$ cat config.mk
export PLATFORM = sky130hd
export DESIGN_NAME = rsb_unit
export DESIGN_NICKNAME = d
export VERILOG_FILES = /design/src/rtl/rsb_pkg.sv /design/src/rtl/rsb_shifter.sv /design/src/rtl/rsb_bitop.sv /design/src/rtl/rsb_unit.sv
export SDC_FILE = /design/constraint.sdc
export NUM_CORES = 1
export LEC_CHECK = 0
export ABC_CLOCK_PERIOD_IN_PS = 2300
export BUFFER_PORTS_ARGS = -buffer_cell sky130_fd_sc_hd__buf_4
export CELL_PAD_IN_SITES_DETAIL_PLACEMENT = 1
export CELL_PAD_IN_SITES_GLOBAL_PLACEMENT = 1
export CORE_MARGIN = 5
export CORE_UTILIZATION = 33
export DETAILED_ROUTE_END_ITERATION = 6
export PLACE_DENSITY_LB_ADDON = 0.1
export SYNTH_ARGS = -nofsm -noshare
export SYNTH_HDL_FRONTEND = slang
export SYNTH_SLANG_ARGS = --single-unit
$ cat constraint.sdc
create_clock -name vclk -period 2.3
set_clock_uncertainty 0.15 [all_clocks]
set_input_delay 0.46 -clock vclk [all_inputs]
set_output_delay 0.46 -clock vclk [all_outputs]
set_load 0.03 [all_outputs]
$ cat src/rtl/rsb_pkg.sv
package rsb_pkg;

   typedef enum logic [3:0] {
      OP_ROLC = 4'd0,
      OP_RORC = 4'd1,
      OP_ROLT = 4'd2,
      OP_RORT = 4'd3,
      OP_SHLA = 4'd4,
      OP_SHRA = 4'd5,
      OP_SHRL = 4'd6,
      OP_NSWP = 4'd7,
      OP_BTST = 4'd8,
      OP_BCLR = 4'd9,
      OP_BSET = 4'd10
   } rsb_op_e;

   typedef struct packed {
      logic z;
      logic n;
      logic h;
      logic c;
   } rsb_flags_t;

   localparam logic [3:0] MASK_ALL  = 4'b1111;
   localparam logic [3:0] MASK_TEST = 4'b1110;
   localparam logic [3:0] MASK_NONE = 4'b0000;

endpackage

$ cat src/rtl/rsb_shifter.sv
module rsb_shifter #(
   parameter int W = 8
) (
   input  logic [W-1:0] opnd_i,
   input  logic         cy_i,
   input  logic [3:0]   op_i,
   output logic [W-1:0] res_o,
   output logic         cout_o
);
   import rsb_pkg::*;

   localparam int HALF = W / 2;

   always_comb begin
      res_o  = opnd_i;
      cout_o = cy_i;
      case (op_i)
         OP_ROLC: begin
            res_o  = {opnd_i[W-2:0], opnd_i[W-1]};
            cout_o = opnd_i[W-1];
         end
         OP_RORC: begin
            res_o  = {opnd_i[0], opnd_i[W-1:1]};
            cout_o = opnd_i[0];
         end
         OP_ROLT: begin
            res_o  = {opnd_i[W-2:0], cy_i};
            cout_o = opnd_i[W-1];
         end
         OP_RORT: begin
            res_o  = {cy_i, opnd_i[W-1:1]};
            cout_o = opnd_i[0];
         end
         OP_SHLA: begin
            res_o  = {opnd_i[W-2:0], 1'b0};
            cout_o = opnd_i[W-1];
         end
         OP_SHRA: begin
            res_o  = {opnd_i[W-1], opnd_i[W-1:1]};
            cout_o = opnd_i[0];
         end
         OP_SHRL: begin
            res_o  = {1'b0, opnd_i[W-1:1]};
            cout_o = opnd_i[0];
         end
         OP_NSWP: begin
            res_o  = {opnd_i[HALF-1:0], opnd_i[W-1:HALF]};
            cout_o = 1'b0;
         end
         default: begin
            res_o  = opnd_i;
            cout_o = cy_i;
         end
      endcase
   end

endmodule

$ cat src/rtl/rsb_bitop.sv
module rsb_bitop #(
   parameter int W  = 8,
   parameter int IW = 3
) (
   input  logic [W-1:0]  opnd_i,
   input  logic [IW-1:0] bidx_i,
   output logic [W-1:0]  clr_o,
   output logic [W-1:0]  set_o,
   output logic          tbit_o
);

   logic [W-1:0] sel;

   for (genvar i = 0; i < W; i++) begin : g_sel
      assign sel[i] = (bidx_i == IW'(i));
   end

   assign clr_o  = opnd_i & ~sel;
   assign set_o  = opnd_i | sel;
   assign tbit_o = |(opnd_i & sel);

endmodule

$ cat src/rtl/rsb_unit.sv
module rsb_unit #(
   parameter int W  = 8,
   parameter int IW = $clog2(W)
) (
   input  logic [W-1:0]  opnd_i,
   input  logic          cy_i,
   input  logic [IW-1:0] bidx_i,
   input  logic [3:0]    op_i,
   input  logic          acc_form_i,
   output logic [W-1:0]  res_o,
   output logic          z_o,
   output logic          n_o,
   output logic          h_o,
   output logic          c_o,
   output logic [3:0]    flg_mask_o,
   output logic          wr_en_o
);
   import rsb_pkg::*;

   if (W < 2 || (W % 2) != 0) begin : g_bad_width
      $error("rsb_unit: W must be even and at least 2");
   end
   if ((1 << IW) != W) begin : g_bad_index
      $error("rsb_unit: W must be a power of two matching IW");
   end

   logic [W-1:0] sh_res;
   logic         sh_co;
   logic [W-1:0] bclr;
   logic [W-1:0] bset;
   logic         tbit;
   rsb_flags_t   fl;

   rsb_shifter #(.W(W)) shf_i (
      .opnd_i (opnd_i),
      .cy_i   (cy_i),
      .op_i   (op_i),
      .res_o  (sh_res),
      .cout_o (sh_co)
   );

   rsb_bitop #(.W(W), .IW(IW)) bop_i (
      .opnd_i (opnd_i),
      .bidx_i (bidx_i),
      .clr_o  (bclr),
      .set_o  (bset),
      .tbit_o (tbit)
   );

   logic is_rot;
   assign is_rot = (op_i <= 4'd3);

   always_comb begin
      res_o      = opnd_i;
      fl         = '{z: 1'b0, n: 1'b0, h: 1'b0, c: cy_i};
      flg_mask_o = MASK_NONE;
      wr_en_o    = 1'b0;
      if (op_i <= 4'd7) begin
         res_o      = sh_res;
         fl.z       = (is_rot && acc_form_i) ? 1'b0 : (sh_res == '0);
         fl.c       = sh_co;
         flg_mask_o = MASK_ALL;
         wr_en_o    = 1'b1;
      end else if (op_i == OP_BTST) begin
         fl.z       = ~tbit;
         fl.h       = 1'b1;
         flg_mask_o = MASK_TEST;
      end else if (op_i == OP_BCLR) begin
         res_o   = bclr;
         wr_en_o = 1'b1;
      end else if (op_i == OP_BSET) begin
         res_o   = bset;
         wr_en_o = 1'b1;
      end
   end

   assign z_o = fl.z;
   assign n_o = fl.n;
   assign h_o = fl.h;
   assign c_o = fl.c;

endmodule

==> reports/results.ini, run 1 <==
[outcome]
status=aborted with a tool error
stop_stage=5_1_grt
firstError=[ERROR DPL-0033] detailed placement checks failed during check placement.

[sta]
grt-worst-endpoint=z_o
worst_endpoint_kind=primary output

[logic_synthesis]
synth_nets=157
ys_seq_area_share_pct=0
ys_types=45
synth_top_family_by_area=compound AO/OA/AOI/OAI gates
synth-simple-area-share_pct=40.0
synth_fa_ha_area_share_pct=0
synthCells=140
ys_warn_count=0
synth_mux_area_share_pct=6.60
synthXorXnorAreaFrac_pct=1.07
synth_area_um2=816
syn_area_per_cell_um2=5.83
synth_compound_area_share_pct=41.1

[floorplanning]
die_width_um=59.7
rows=18
initial_utilization_pct=33.9
die_h_um=59.7
ioPinCount=34

[place]
place_inst=231
gp_congestion=0.865
port_buffers=33
dp_hpwl_um=3400

[global_routing]
grt_max_degree=15
antenna_found_initial=0

[clock_network]
ctsHoldBuffers=0

## cell usage after synthesis (2+ instances only)
cell type | number | share of area [%]
mux2_2 | 3 | 4.1
a21oi_1 | 13 | 8.0
nor2_1 | 12 | 5.5
nand3_1 | 5 | 3.1
buf_4 | 3 | 2.8
nor4_1 | 2 | 1.5
buf_2 | 4 | 2.5
a31oi_1 | 2 | 1.5
o21ai_0 | 15 | 9.2
o211a_1 | 2 | 2.5
inv_1 | 4 | 1.8
nor2b_1 | 2 | 1.5
or3_1 | 2 | 1.5
or4_1 | 2 | 1.8
mux2i_1 | 2 | 2.5
clkbuf_1 | 7 | 3.2
nor3_1 | 2 | 1.2
o22ai_1 | 2 | 1.5
and4bb_2 | 2 | 3.1
nand2b_1 | 3 | 2.3
a22oi_1 | 3 | 2.8
nand2_1 | 24 | 11
a2111oi_0 | 2 | 2.1
## cell families after synthesis
| kind of cell | count (synthesis) |
|---|---|
| XOR/XNOR | 1 |
| other | 1 |
| AO/OA/AOI/OAI | 51 |
| multiplexers | 5 |
| AND/OR/NAND/NOR | 63 |
| buffers and inverters | 19 |
## what timing repair did
action                                  in CTS
buffers inserted                             6
gates resized for setup                     35
hold endpoints to repair                     0
endpoints found under the setup margin       9
pin swaps                                   18
## metrics by stage
step           util, %  area (µm²)  setup WS [ps]  hold WS (ps)  TNS, ps
3_3_place_gp      58.3        1400           -268          1180     -944
3_5_place_dp      58.3        1400           -300          1180    -1230
2_1_floorplan        -         855          -44.7           952    -62.9
4_1_cts           65.4        1580           -250          1190     -526
==> run 2: changes to the inputs <==
--- a/config.mk
+++ b/config.mk
@@ -7,12 +7,10 @@
 export LEC_CHECK = 0
 export ABC_CLOCK_PERIOD_IN_PS = 2300
 export BUFFER_PORTS_ARGS = -buffer_cell sky130_fd_sc_hd__buf_4
-export CELL_PAD_IN_SITES_DETAIL_PLACEMENT = 1
-export CELL_PAD_IN_SITES_GLOBAL_PLACEMENT = 1
-export CORE_MARGIN = 5
-export CORE_UTILIZATION = 33
+export CORE_AREA = 5 5 66 68
 export DETAILED_ROUTE_END_ITERATION = 6
-export PLACE_DENSITY_LB_ADDON = 0.1
+export DIE_AREA = 0 0 71 73
+export PLACE_DENSITY_LB_ADDON = 0.15
 export SYNTH_ARGS = -nofsm -noshare
 export SYNTH_HDL_FRONTEND = slang
 export SYNTH_SLANG_ARGS = --single-unit
==> run 2 against run 1 <==
Effect of this change:
- the flow now finishes, with violations (negative setup slack)
- area after synthesis is the same
- synthesized cell count did not move
==> reports/results.ini, run 2 <==
[sta]
report.final.slew_viol_count=0
setup_ws_ps=-220
tns_ps=-325
fmax_mhz=397
hold_ws_ps=1170
period_share_pct=110
period_minus_slack_ps=2520
setup_viol=3
hold_violations=0
grt_setup_unrepaired=true

[outcome]
failed_checks=negative setup slack
status=finished with violations

[worst_setup_path]
cp-start-kind=primary input
worstSetupEndpointType=primary output
max_stage_delay_ps=520
critPathMaxFanout=2
crit_buf_inv=2
crit_type=primary input to primary output
setup.worst_path.start=opnd_i[2]
crit_cells=7
crit_arrival_ps=1910
crit_chain=buf_6 -> or4_4 -> nor2_2 -> o2bb2ai_1 -> a2111oi_2 -> a41o_2 -> buf_6
crit_end=z_o
crit_top_cell=buf_6
cp_data_required_time_ps=1690
cp_top_family=compound AO/OA/AOI/OAI gates
slowest_stage=or4_4

[logic_synthesis]
ys_seq_area_share_pct=0
synth_top_area_share_pct=11.0
yosysMostFrequentCell=nand2_1
yosysTopAreaCell=nand2_1
synth_nets=157
ys_warn_count=0
syn_area_per_cell_um2=5.83
synthTopCellsByArea=nand2_1, o21ai_0, a21oi_1
synth_common_cells=nand2_1, o21ai_0, a21oi_1
synth_area_um2=816
ys_types=45
synthCells=140

[drt]
drc=0
wl_per_cell_um=15.6
vias_per_cell=5.34
vias=1350
wirelength_um=3950
ant_nets=0
drt_first_iter_violations=61
drt_pass1_iterations=4

[layout]
regArea_um2=0
num-nets-final=222
nFlopsAndLatches=0
area_growth_pct=104
clkbuf_count=0
fillers=419
final_cell_mix=buf_4, nand2_1, buf_6
layout-drive-gt1-share_pct=54.7
diodes=0
layout_commonest_cell=buf_4
design_area_um2=1670

[place]
pre_cts_ws_ps=-260
placed_area_um2=1420
port_buffers=33
gp_congestion=0.862
dp_hpwl_um=3130

[floorplanning]
initial_utilization_pct=21.5
ioPinCount=34
die_width_um=71
core_area_um2=3800
rows=23
die_area_um2=5180
die_h_um=73

[global_routing]
grt_pass1_wl_um=6460
track_usage_pct=14.9
grt_max_degree=12
gr-total-overflow=0
grt_pass1_vias=1286
antenna_found_initial=0

[pwr]
leakagePower_nw=0.716
ir_drop_uv=101
p_per_area_nw_per_um2=227

[clock_network]
ctsHoldBuffers=0

[run]
cap_violations=0

[worst_hold_path]
hp-class=primary input to primary output

[run 2: cell counts after synthesis]
No cell type changed its count.
[run 2: repair_timing]
item	CTS	global route
setup buffers	2	2
gates resized for setup	35	28
setup endpoints to repair	9	9
pin swaps	14	7
[run 2: power by group]
group / internal [mW] / total [mW] / switching, mW / leakage [nW]
logic: 0.183 / 0.379 / 0.196 / 0.716
registers: 0 / 0 / 0 / 0
clock network: 0 / 0 / 0 / 0
[run 2: layout make-up]
cell class         instances  area, µm²  share of cell area (%)
inverters                  5       26.3                    1.58
repair buffers            77        704                    42.3
multi-input cells        121        873                    52.4
well taps                 50       62.6                    3.75
[run 2: per-layer routing]
| layer | part of all wire [%] | vias up | wire (µm) | GRT usage [%] |
|---|---|---|---|---|
| li1 | - | 647 | - | - |
| met1 | 43 | 656 | 1700 | 19.9 |
| met2 | 51 | 43 | 2030 | 25.7 |
| met3 | 4.5 | 4 | 177 | 1.10 |
| met4 | 1.1 | 0 | 45 | 3.97 |
| met5 | 0 | - | 0 | 0 |
[run 2: metrics by stage]
stage	instances	total power, mW	utilization, %
after floorplan	140	0.171	-
after global placement	251	0.321	37.3
after detailed placement	251	0.321	37.3
after CTS	252	0.354	41.0
after global routing	253	0.406	43.9
final	253	0.379	43.9
[run 2: worst min-delay path by stage]
stage          startpoint            end  slack, ps  depth (start not counted)
5_1_grt           op_i[3]  flg_mask_o[2]       1190                          4
3_5_place_dp      op_i[3]  flg_mask_o[2]       1200                          4
6_report          op_i[3]  flg_mask_o[2]       1170                          4
3_3_place_gp      op_i[3]  flg_mask_o[3]       1190                          4
4_1_cts           op_i[3]  flg_mask_o[2]       1180                          4
2_1_floorplan     op_i[3]  flg_mask_o[0]        950                          1
[run 2: cells by family (layout without fill, tap and decap cells)]
group                     after synthesis  count (layout)  share of synthesized area, %
muxes                                   5               5                          6.59
and+or+nand+nor                        63              63                          40.0
xor gates and xnor gates                1               1                          1.07
buffers and inverters                  19              82                          10.7
other                                   1               1                         0.460
AOI/OAI and AO/OA                      51              51                          41.1
Note: power is estimated with default switching activity, not from simulation.
==> run 3: changes to the inputs <==
--- a/config.mk
+++ b/config.mk
@@ -10,7 +10,6 @@
 export CORE_AREA = 5 5 66 68
 export DETAILED_ROUTE_END_ITERATION = 6
 export DIE_AREA = 0 0 71 73
-export PLACE_DENSITY_LB_ADDON = 0.15
 export SYNTH_ARGS = -nofsm -noshare
 export SYNTH_HDL_FRONTEND = slang
 export SYNTH_SLANG_ARGS = --single-unit
==> run 3 against run 2 <==
Effect of this change:
- the run still ends with negative setup slack left
- global-route usage down 0.91 points
- non-clock buffer count up 9
- routed wire length up 2.6%
- setup slack better by 9.2 ps
- clock-buffer cell count unchanged
- combinational power up 5%
- core utilization up 2.9 points
- maximum frequency up 0.37%
- flip-flop and latch count unchanged
- critical path depth unchanged
- critical path type unchanged
- largest cell class unchanged
- largest power group unchanged
==> reports/results.ini, run 3 (same netlist as run 2, synthesis figures left out) <==
[sta]
report.final.slew_viol_count=0
grt_setup_unrepaired=true
setup_ws_ps=-211
setup_viol=3
period_minus_slack_ps=2510
period_share_pct=109
tns_ps=-287
hold_violations=0
fmax_mhz=398

[worst_hold_path]
hp-class=primary input to primary output
hold_start=cy_i
holdPathStages=4
whs_endpoint=c_o

[pwr]
power_frac_seq_pct=0
ir_drop_uv=111
intPower_mw=0.195
leakagePower_nw=0.784
p_sw_mw=0.204
netSwitchingFraction_pct=51.1
power_frac_comb_pct=100.0
clock_power_share_pct=0
p_per_area_nw_per_um2=224

[floorplanning]
die_area_um2=5180
die_width_um=71
die_h_um=73
initial_utilization_pct=21.5
ioPinCount=34
core_area_um2=3800
rows=23

[place]
placed_area_um2=1400
port_buffers=33
dp_hpwl_um=2840
place_inst=250
gp_congestion=0.903
pre_cts_ws_ps=-256

[run]
cap_violations=0

[worst_setup_path]
cp-start-kind=primary input
crit_type=primary input to primary output
critPathMaxFanout=2
cp_data_required_time_ps=1690
crit_arrival_ps=1900
worstSetupEndpointType=primary output

[clock_network]
ctsHoldBuffers=0

[layout]
layout_commonest_cell=buf_4
layout-drive-gt1-share_pct=58.0
regArea_um2=0
num-nets-final=231
design_area_um2=1780
diodes=0
nFlopsAndLatches=0
final_cell_mix=buf_4, nand2_1, buf_6
clkbuf_count=0
area_growth_pct=118
finalNonFillerCells=262

[drt]
wl_per_cell_um=15.5
drc=0
vias=1347
drt_first_iter_violations=43
vias_per_cell=5.14
drt_pass1_iterations=4
ant_nets=0
wirelength_um=4050

[outcome]
status=finished with violations
failed_checks=negative setup slack

[global_routing]
grt_pass1_vias=1248
antenna_found_initial=0
track_usage_pct=14.0
gr-total-overflow=0
grt_pass1_wl_um=6000
grt_max_degree=10

## run 3: cell count changes in the layout (fill, tap and decap cells not counted), moves of 2 or more
cell        previous run  this run
a21oi_1               11         9
and4bb_2               0         2
and4bb_4               2         0
buf_4                 51        61
buf_6                 21        19
clkinvlp_4             2         0
nand2_1               21        19
## run 3: critical path: stages
cell,delay (ps)
buf_6,90
or4_4,540
nor2_4,100
o2bb2ai_2,60
a2111oi_2,290
a41o_2,240
buf_6,120
## run 3: power by group through the flow
| stage | Clock, mW | Combinational (mW) | Sequential [mW] |
|---|---|---|---|
| after floorplan | 0 | 0.171 | 0 |
| after global placement | 0 | 0.314 | 0 |
| after detailed placement | 0 | 0.314 | 0 |
| after CTS | 0 | 0.357 | 0 |
| after global routing | 0 | 0.424 | 0 |
| final | 0 | 0.398 | 0 |
## run 3: what timing repair did
action | CTS | global route
buffers inserted | 5 | 7
pin swaps | 9 | 16
cloned | 1 | 0
gates resized for setup | 36 | 36
endpoints found under the setup margin | 9 | 8
## run 3: metal layers
metal | track usage [%] | share of wire, % | vias to the layer above
met2 | 24.2 | 49 | 54
met4 | 1.25 | 1.2 | 0
met5 | 0 | 0 | -
met3 | 1.65 | 6.9 | 6
met1 | 19.3 | 43 | 622
li1 | - | - | 665
## run 3: worst max path at each step
| stage | from | depth (start not counted) | slack [ps] | endpoint |
|---|---|---|---|---|
| after floorplan | opnd_i[2] | 5 | -40 | z_o |
| after global placement | opnd_i[2] | 7 | -240 | z_o |
| after detailed placement | opnd_i[2] | 7 | -260 | z_o |
| after CTS | opnd_i[2] | 7 | -220 | z_o |
| after global routing | op_i[1] | 7 | -290 | z_o |
| final | opnd_i[2] | 7 | -210 | z_o |
## run 3: per-stage QoR
step	hold slack [ps]	power [mW]	util (%)
4_1_cts	1140	0.357	42.0
5_1_grt	1180	0.424	46.7
3_3_place_gp	1140	0.314	36.8
6_report	1140	0.398	46.7
3_5_place_dp	1140	0.314	36.8
2_1_floorplan	952	0.171	-
## run 3: area by class of cell
cell class,instances,area [µm²]
Fill cell,396,2020
Multi-Input combinational cell,121,905
Tap cell,50,62.6
Timing Repair Buffer,86,785
Inverter,5,23.8
==> run 4: changes to the inputs <==
--- a/config.mk
+++ b/config.mk
@@ -10,6 +10,7 @@
 export CORE_AREA = 5 5 66 68
 export DETAILED_ROUTE_END_ITERATION = 6
 export DIE_AREA = 0 0 71 73
+export GPL_TIMING_DRIVEN = 0
 export SYNTH_ARGS = -nofsm -noshare
 export SYNTH_HDL_FRONTEND = slang
 export SYNTH_SLANG_ARGS = --single-unit
==> constraint.sdc (replaced) <==
create_clock -name vclk -period 2.3
set_clock_uncertainty 0.15 [all_clocks]
set_input_delay 0.23 -clock vclk [all_inputs]
set_output_delay 0.23 -clock vclk [all_outputs]
set_load 0.03 [all_outputs]
==> run 4 against run 3 <==
Effect of this change:
- the flow now finishes without violations
- maximum frequency is 14% higher
- first-iteration DRC count is 140% higher
- sequential share of layout area stayed put
- flip-flop and latch count stayed put
- setup slack better by 310 ps
- design area is 38% lower
- clock-buffer cell count stayed put
- routed wire length is 21% lower
- global-route usage is 2.0 points lower
- combinational power is 35% lower
- final cell count is 16% lower
- non-clock buffer count is 43 lower
- critical endpoint unchanged
==> reports/results.ini, run 4 (same netlist as run 2, synthesis figures left out) <==
[floorplanning]
die_area_um2=5180
rows=23
core_area_um2=3800
die_width_um=71
ioPinCount=34
initial_utilization_pct=21.5
die_h_um=73

[worst_setup_path]
critPathMaxFanout=7
crit_type=primary input to primary output
crit_top_cell=buf_4
crit_buf_inv=2
cp_data_required_time_ps=1920
setup.worst_path.start=opnd_i[2]
cp_top_family=compound AO/OA/AOI/OAI gates
crit_arrival_ps=1830
crit_chain=buf_4 -> or4_1 -> nor2_1 -> o2bb2ai_1 -> a2111oi_2 -> a41o_1 -> buf_4
crit_end=z_o
slowest_stage=or4_1
crit_cells=7
worstSetupEndpointType=primary output
max_stage_delay_ps=510
cp-start-kind=primary input

[clock_network]
postCtsSetupRepairBufs=0
ctsHoldBuffers=0

[place]
placed_area_um2=1100
place_inst=219
dp_hpwl_um=2470
port_buffers=29
gp_congestion=0.857

[run]
cap_violations=0

[pwr]
power_frac_comb_pct=100.0
power_frac_seq_pct=0
total_power_mw=0.259
clock_power_share_pct=0
ir_drop_uv=86.8
p_sw_mw=0.161
netSwitchingFraction_pct=62.0
intPower_mw=0.0985
p_per_area_nw_per_um2=234
leakagePower_nw=0.461

[layout]
multiInputGateArea_um2=737
regArea_um2=0
fillers=455
num-nets-final=188
area_growth_pct=35.7
layout_commonest_cell=buf_4
final_cell_mix=buf_4, nand2_1, o21ai_0
finalNonFillerCells=219
nFlopsAndLatches=0
design_area_um2=1110
diodes=0
layout-drive-gt1-share_pct=26.6
final_util_pct=29.2
clkbuf_count=0

[global_routing]
grt_pass1_vias=1068
gr-total-overflow=0
track_usage_pct=12.0
grt_pass1_wl_um=5230
antenna_found_initial=0
grt_max_degree=11

[sta]
report.final.slew_viol_count=0
grt_setup_unrepaired=false
tns_ps=0
setup_viol=0
fmax_mhz=453
period_minus_slack_ps=2210
period_share_pct=95.9
hold_violations=0

[drt]
drt_first_iter_violations=105
ant_nets=0
vias_per_cell=5.38
drt_pass1_iterations=4
drc=0
wl_per_cell_um=14.6
vias=1179
wirelength_um=3200

[worst_hold_path]
hold_start=cy_i
hp-class=primary input to primary output

[outcome]
status=completed

## run 4: changes by cell type in the layout (fill, tap and decap cells not counted), sizes merged
| cell | delta |
|---|---|
| buf | -50 |
| clkbuf | +7 |
| clkinv | +1 |
| inv | -1 |
## run 4: power by group through the flow
stage | clock network [mW] | logic [mW] | registers, mW
after floorplan | 0 | 0.163 | 0
after global placement | 0 | 0.258 | 0
after detailed placement | 0 | 0.257 | 0
after CTS | 0 | 0.258 | 0
after global routing | 0 | 0.282 | 0
final | 0 | 0.259 | 0
## run 4: what timing repair did
item,in CTS,in global routing
hold endpoints to repair,0,0
resized for setup,0,4
setup endpoints to repair,0,1
## run 4: worst min-delay path by stage
| stage | cells past startpoint | end | slack [ps] |
|---|---|---|---|
| after floorplan | 1 | flg_mask_o[0] | 490 |
| after global placement | 4 | c_o | 680 |
| after detailed placement | 4 | c_o | 670 |
| after CTS | 4 | c_o | 670 |
| after global routing | 4 | c_o | 700 |
| final | 4 | c_o | 660 |
## run 4: tightest hold or removal path, stage by stage
cell and delay (ps):
buf_4 90, nand2_1 40, o21ai_0 60, buf_4 160
## run 4: stage by stage
stage	hold slack, ps	worst slack (ps)
after floorplan	494	193
after global placement	684	87.4
after detailed placement	672	91.5
after CTS	672	84.4
after global routing	700	29.2
final	664	94.8
## run 4: routing by layer
| layer | part of all wire [%] | vias to the layer above | global-route usage (%) | routed length [µm] |
|---|---|---|---|---|
| li1 | - | 581 | - | - |
| met1 | 50 | 535 | 18.6 | 1610 |
| met2 | 43 | 61 | 18.9 | 1360 |
| met3 | 6.5 | 2 | 0.551 | 208 |
| met4 | 0.53 | 0 | 0.626 | 17 |
| met5 | 0 | - | 0 | 0 |
## run 4: layout make-up
class                           count  area share [%]
Timing Repair Buffer               29            19.7
Tap cell                           50            5.65
Multi-Input combinational cell    121            66.6
Inverter                            5            1.69
Buffer                             14            6.44
